[config.mk]
export PLATFORM = sky130hd
export DESIGN_NAME = dedge_updown_counter
export DESIGN_NICKNAME = d
export VERILOG_FILES = /design/src/rtl/dedge_pkg.sv /design/src/rtl/dedge_next.sv /design/src/rtl/dedge_half_reg.sv /design/src/rtl/dedge_term.sv /design/src/rtl/dedge_updown_counter.sv
export SDC_FILE = /design/constraint.sdc
export NUM_CORES = 1
export LEC_CHECK = 0
export CAP_MARGIN = 20
export CORE_AREA = 5 5 42 44
export CTS_BUF_LIST = sky130_fd_sc_hd__clkbuf_4
export DETAILED_ROUTE_END_ITERATION = 8
export DIE_AREA = 0 0 47 49
export DONT_BUFFER_PORTS = 1
export PLACE_DENSITY = 0.59
export REMOVE_ABC_BUFFERS = 1
export SLEW_MARGIN = 20
export SYNTH_ARGS = -nofsm -noshare
export SYNTH_HDL_FRONTEND = slang
export SYNTH_SLANG_ARGS = --single-unit
[constraint.sdc]
create_clock -name clk_i -period 1.78 [get_ports clk_i]
set_input_delay 0.089 -clock clk_i [delete_from_list [all_inputs] [get_ports clk_i]]
set_output_delay 0.089 -clock clk_i [all_outputs]
set_load 0.1 [all_outputs]
[src/rtl/dedge_pkg.sv]
package dedge_pkg;
  typedef enum logic {EDGE_RISE = 1'b0, EDGE_FALL = 1'b1} edge_e;
endpackage

[src/rtl/dedge_next.sv]
module dedge_next #(
  parameter int unsigned     W    = 4,
  parameter dedge_pkg::edge_e EDGE = dedge_pkg::EDGE_RISE
) (
  input  logic [W-1:0] cnt_i,
  input  logic         ld_i,
  input  logic [W-1:0] d_i,
  input  logic         ce_i,
  input  logic         up_i,
  output logic [W-1:0] nxt_o
);
  logic [W-1:0] step;

  always_comb begin
    if (!ce_i)     step = cnt_i;
    else if (up_i) step = cnt_i + 1'b1;
    else           step = cnt_i - 1'b1;
  end

  generate
    if (EDGE == dedge_pkg::EDGE_RISE) begin : g_rise
      assign nxt_o = ld_i ? d_i : step;
    end else begin : g_fall
      logic unused_ld;
      assign unused_ld = ld_i ^ (^d_i);
      assign nxt_o = step;
    end
  endgenerate
endmodule

[src/rtl/dedge_half_reg.sv]
module dedge_half_reg #(
  parameter int unsigned     W    = 4,
  parameter dedge_pkg::edge_e EDGE = dedge_pkg::EDGE_RISE
) (
  input  logic         clk_i,
  input  logic         rst_ni,
  input  logic [W-1:0] nxt_i,
  input  logic [W-1:0] other_i,
  output logic [W-1:0] q_o
);
  // store nxt ^ other so that q_rise ^ q_fall == nxt after this edge
  generate
    if (EDGE == dedge_pkg::EDGE_RISE) begin : g_rise
      always_ff @(posedge clk_i or negedge rst_ni) begin
        if (!rst_ni) q_o <= '0;
        else         q_o <= nxt_i ^ other_i;
      end
    end else begin : g_fall
      always_ff @(negedge clk_i or negedge rst_ni) begin
        if (!rst_ni) q_o <= '0;
        else         q_o <= nxt_i ^ other_i;
      end
    end
  endgenerate
endmodule

[src/rtl/dedge_term.sv]
module dedge_term #(
  parameter int unsigned W = 4
) (
  input  logic         rst_ni,
  input  logic [W-1:0] cnt_i,
  input  logic         up_i,
  input  logic         ce_i,
  output logic         tc_o,
  output logic         ceo_o
);
  logic all_one, all_zero;

  assign all_one  = &cnt_i;
  assign all_zero = ~|cnt_i;
  // gate with clear: all-zero count while down-selected must not flag
  assign tc_o  = rst_ni & (up_i ? all_one : all_zero);
  assign ceo_o = tc_o & ce_i;
endmodule

[src/rtl/dedge_updown_counter.sv]
module dedge_updown_counter #(
  parameter int unsigned W = 4
) (
  input  logic         clk_i,
  input  logic         rst_ni,
  input  logic         ld_i,
  input  logic [W-1:0] d_i,
  input  logic         ce_i,
  input  logic         up_i,
  output logic [W-1:0] cnt_o,
  output logic         tc_o,
  output logic         ceo_o
);
  logic [W-1:0] q_rise, q_fall, nxt_rise, nxt_fall, cnt;

  assign cnt   = q_rise ^ q_fall;
  assign cnt_o = cnt;

  dedge_next #(.W(W), .EDGE(dedge_pkg::EDGE_RISE)) u_nxt_rise (
    .cnt_i(cnt), .ld_i(ld_i), .d_i(d_i), .ce_i(ce_i), .up_i(up_i), .nxt_o(nxt_rise)
  );

  dedge_next #(.W(W), .EDGE(dedge_pkg::EDGE_FALL)) u_nxt_fall (
    .cnt_i(cnt), .ld_i(ld_i), .d_i(d_i), .ce_i(ce_i), .up_i(up_i), .nxt_o(nxt_fall)
  );

  dedge_half_reg #(.W(W), .EDGE(dedge_pkg::EDGE_RISE)) u_reg_rise (
    .clk_i(clk_i), .rst_ni(rst_ni), .nxt_i(nxt_rise), .other_i(q_fall), .q_o(q_rise)
  );

  dedge_half_reg #(.W(W), .EDGE(dedge_pkg::EDGE_FALL)) u_reg_fall (
    .clk_i(clk_i), .rst_ni(rst_ni), .nxt_i(nxt_fall), .other_i(q_rise), .q_o(q_fall)
  );

  dedge_term #(.W(W)) u_term (
    .rst_ni(rst_ni), .cnt_i(cnt), .up_i(up_i), .ce_i(ce_i), .tc_o(tc_o), .ceo_o(ceo_o)
  );
endmodule

== Yosys cells after proc, flatten, opt, wreduce, memory -nomap -nowiden ==
Index checks and enable logic that the tools add are counted.
Cells by class
  $add $sub $neg: 2
  multiply operators: 0
  divide/modulo/power cells: 0
  order comparisons: 0
  equality and inequality tests: 0
  shift-type cells: 0
  muxes and demuxes: 4
  bitwise operators: 5
  reduce and logical (&&, ||, !) cells: 3
Operators with widths (count)
  two-way mux 4 bit: 3
  bitwise XOR 4 bit: 3
  adder 4 x 1 -> 4 bit (second input constant): 1
  AND reduction 4 bit: 1
  OR reduction 4 bit: 1
  subtractor 4 x 1 -> 4 bit (second input constant): 1
  bitwise AND 1 bit: 2
  logical NOT 1 bit: 1
  two-way mux 1 bit: 1
Storage, ports and cells
  register bits: 8
  latch bits: 0
  bits in writable memories: 0
  ROM bits: 0
  input bits: 9
  logic and storage cells: 16
  memories: 0

== Longest topological paths before layout ==
  depth after elaboration: 6
  mapped depth: 6
  depth with buffers taken out: 6

== Cells and area by module ==
A second synthesis with hierarchy kept.
Second synthesis, totals
  cell total of the unflattened synthesis: 80
  area, all modules: 772.0 um^2
By module, submodules not included
  dedge_half_reg: times used 2, cells an instance 8, area each 135.1 um^2, seq. area each 100.1 um^2
  dedge_next at u_nxt_rise: times used 1, cells an instance 28, area each 211.5 um^2, seq. area each 0.0 um^2
  dedge_next at u_nxt_fall: times used 1, cells an instance 24, area each 188.9 um^2, seq. area each 0.0 um^2
  dedge_term: times used 1, cells an instance 8, area each 66.3 um^2, seq. area each 0.0 um^2
  dedge_updown_counter: times used 1, cells an instance 4, area each 35.0 um^2, seq. area each 0.0 um^2

==> results.rst <==
.. list-table::
   :header-rows: 1

   * - Metric
     - Value
   * - Result of the run
     - finished with violations
   * - Failing checks
     - negative setup slack
   * - Total track usage
     - 17.1%
   * - Met2 track demand over resource
     - 26.5%
   * - Final antenna-violating net count
     - 0
   * - Dominant combinational cell family by area after synthesis
     - XOR/XNOR gates
   * - Post-detailed-routing wire length
     - 1.86 mm
   * - Number of enable flip-flop cells after synthesis
     - 0
   * - Max H-tree Level
     - 1
   * - Primary FF master, synth
     - sky130_fd_sc_hd__dfrtp_1
   * - Type of the worst setup path
     - flop to output port
   * - Nets@finish
     - 108
   * - Layout cell share with drive strength beyond 1
     - 55.3%
   * - First-pass GRT wire length
     - 2.77 mm
   * - Measured slew at the worst slew-check pin
     - 0.330 ns
   * - Via count
     - 595
   * - Non-Filler Cell Area, Final
     - 1090 um^2
   * - Total Die Area
     - 2300 um^2
   * - Synthesized instance count
     - 63
   * - Maximum count of clock buffers along a single path
     - 2
   * - Fraction of met3 tracks used by global routing
     - 3.69%
   * - Clock-pin slew of the registers on the worst-case setup and hold paths
     - 0.05 ns
   * - Initial cell density of the core
     - 43.2%
   * - Final HPWL from detailed placement
     - 1.07 mm
   * - Growth of design area from synthesis to finish
     - 79.3%
   * - Hold slack
     - 0.00144 ns
   * - Xor/xnor share of the synthesized area
     - 24.4%
   * - Remaining design rule violation count
     - 0
   * - Setup repair after global routing missed its margin
     - true
   * - Area after DPL
     - 818 um^2
   * - Worst-path maximum fanout
     - 3
   * - Count of warnings emitted by yosys
     - 0
   * - Filler Cells Inserted
     - 90
   * - Adder-cell share of the synthesized area
     - 7.44%
   * - Initial antenna violation count
     - 0
   * - Maximum number of pins on one net before global-route repair
     - 12
   * - Clock Sinks
     - 8
   * - Vias in the first global route
     - 612
   * - Dominant cell by count in the synthesized netlist
     - sky130_fd_sc_hd__xnor2_1
   * - Total global routing overflow
     - 0
   * - Synth Area in Compound Gates
     - 13.8%
   * - Most used routing layer in global routing
     - met2
   * - Placer Congestion
     - 0.698
   * - CTS tree
     - built
   * - Worst clock skew
     - 0.0136 ns
   * - Clk Tree Root Cell
     - sky130_fd_sc_hd__clkbuf_4
   * - Main area contributors after synthesis
     - sky130_fd_sc_hd__dfrtn_1 17%, sky130_fd_sc_hd__dfrtp_1 17%, sky130_fd_sc_hd__xnor2_1 12%, sky130_fd_sc_hd__xor2_1 10%, sky130_fd_sc_hd__a21oi_1 4.1%
   * - Global routing met1 resource utilization
     - 23.2%
   * - Std-Cell Rows
     - 14
   * - Required time at the endpoint of the critical path
     - 1.69 ns
   * - FF+latch count, synth
     - 8
   * - Max-slew violation total from the final report
     - 0
   * - Chip Width
     - 47 um
   * - Vias per std cell
     - 5.41
   * - Sequential fraction of the synthesis area
     - 33.1%
   * - Number of placed I/O pins
     - 15
   * - Top cell type's share of synthesized area
     - 16.5%
   * - Netlist cell types
     - 26
   * - Simple-gate area share of the yosys netlist
     - 14.5%
   * - Reported max-cap violation count
     - 0
   * - Area of the placeable core
     - 1400 um^2
   * - Worst Setup Start Kind
     - flop
   * - Height of the die
     - 49 um
   * - Mapped cell area
     - 606 um^2
   * - Number of hold violations in the final report
     - 0
   * - Avg Cell Area, Syn
     - 9.61 um^2
   * - Arrival time at the worst endpoint
     - 2.74 ns
   * - Post-layout worst setup margin
     - -1.05 ns
   * - Setup Viol. Count Final
     - 13
   * - Sort of element at the end of the critical path
     - output port
   * - Cell types with the highest counts after synthesis
     - 8 x sky130_fd_sc_hd__xnor2_1, 7 x sky130_fd_sc_hd__xor2_1, 5 x sky130_fd_sc_hd__a21oi_1, 5 x sky130_fd_sc_hd__nand2_1
   * - Clock latency reported for the late side of the worst-skew pair
     - 0.27 ns
   * - Diodes inserted
     - 0
   * - Iteration-0 DRC Markers
     - 9
   * - Number of input and output port buffers inserted
     - 0
   * - Max-slew headroom
     - 77.9%
   * - Post-synthesis cell type with the largest combined area
     - sky130_fd_sc_hd__dfrtn_1
   * - Multiplexer share of the synthesized area
     - 3.51%
   * - Min-Delay Path Class
     - primary input to flop
   * - FFs w/ async S/R, synth
     - 100%
   * - First-pass detailed-route iteration total
     - 4
   * - Number of buffers inserted during clock tree synthesis
     - 3
   * - Routed length per placed instance
     - 16.9 um
-- sequential cells by signal (all words and copies together) (netlist names) --
name,flops
u_reg_fall.q_o,4
u_reg_rise.q_o,4
-- metrics by stage --
step / TNS [ns] / utilization [%] / std cells / setup slack (ns)
3_5_place_dp: -7.91 / 58.4 / 96 / -0.954
4_1_cts: -9.43 / 70.1 / 106 / -1.03
6_report: -9.70 / 77.5 / 110 / -1.05
3_3_place_gp: -7.65 / 58.4 / 96 / -0.953
5_1_grt: -10.60 / 77.5 / 110 / -1.14
2_1_floorplan: -24.52 / - / 61 / -3.22
-- cells in the final DEF, fill, tap and decap left out, drive strengths merged, types with 2 or more instances in the layout --
cell type | Yosys | routed
nor2 | 2 | 2
o21ai | 2 | 2
xor2 | 8 | 8
dfrtn | 4 | 4
inv | 3 | 3
nor4 | 3 | 3
nand2 | 5 | 5
a21oi | 5 | 5
a211oi | 3 | 3
buf | 1 | 28
dlygate4sd3 | 0 | 2
clkbuf | 1 | 3
nor3b | 3 | 3
xnor2 | 8 | 8
ha | 2 | 2
dfrtp | 4 | 4
-- worst max-delay path, stage by stage, from the launching register on --
cell and delay, ns:
sky130_fd_sc_hd__dfrtn_1 0.44, sky130_fd_sc_hd__xor2_2 0.16, sky130_fd_sc_hd__buf_4 0.15, sky130_fd_sc_hd__nand2_2 0.04, sky130_fd_sc_hd__nand4b_1 0.26, sky130_fd_sc_hd__a211oi_4 0.32, sky130_fd_sc_hd__buf_12 0.21
-- worst paths after layout --
check	from	to	slack, ns	cells past startpoint
min in group asynchronous	rst_ni	u_reg_rise.q_o[3]	0.12	1
max	u_reg_fall.q_o[1]	ceo_o	-1.05	6
min	ld_i	u_reg_rise.q_o[1]	0.001	2
max reg2reg	u_reg_fall.q_o[0]	u_reg_rise.q_o[1]	-0.96	7
min reg2reg	u_reg_fall.q_o[0]	u_reg_fall.q_o[0]	0.57	2
max in group asynchronous	rst_ni	u_reg_fall.q_o[1]	1.39	0
-- area by class of cell --
cell class | count | area (um^2) | area share, %
multi-input cells | 50 | 512 | 47.1
clock buffers | 3 | 22.5 | 2.07
flip-flops and latches | 8 | 200 | 18.4
well taps | 16 | 20.0 | 1.84
inverters | 3 | 11.3 | 1.04
repair buffers | 30 | 320 | 29.5
-- metal layers --
metal	vias up	routed length (um)
met5	-	0
met4	0	37
met3	7	94
met2	17	967
met1	292	757
li1	279	-
-- kinds of logic (layout without fill, tap and decap cells) --
group / after synthesis / count (layout)
XOR/XNOR: 16 / 16
AND/OR/NAND/NOR: 16 / 16
AO/OA/AOI/OAI: 13 / 13
flip-flops: 8 / 8
buffers and inverters: 5 / 36
adder cells (fa/ha/maj): 3 / 3
multiplexers: 2 / 2
-- what timing repair did --
action,in CTS,in global routing
hold buffers,2,0
hold endpoints to repair,8,0
gates resized for setup,18,16
pin swaps,11,14
setup endpoints to repair,13,13
buffers inserted,5,6
Power is left out: the tool's default activity adds up to more than one toggle a clock period on the data nets, which glitch-free logic cannot reach.
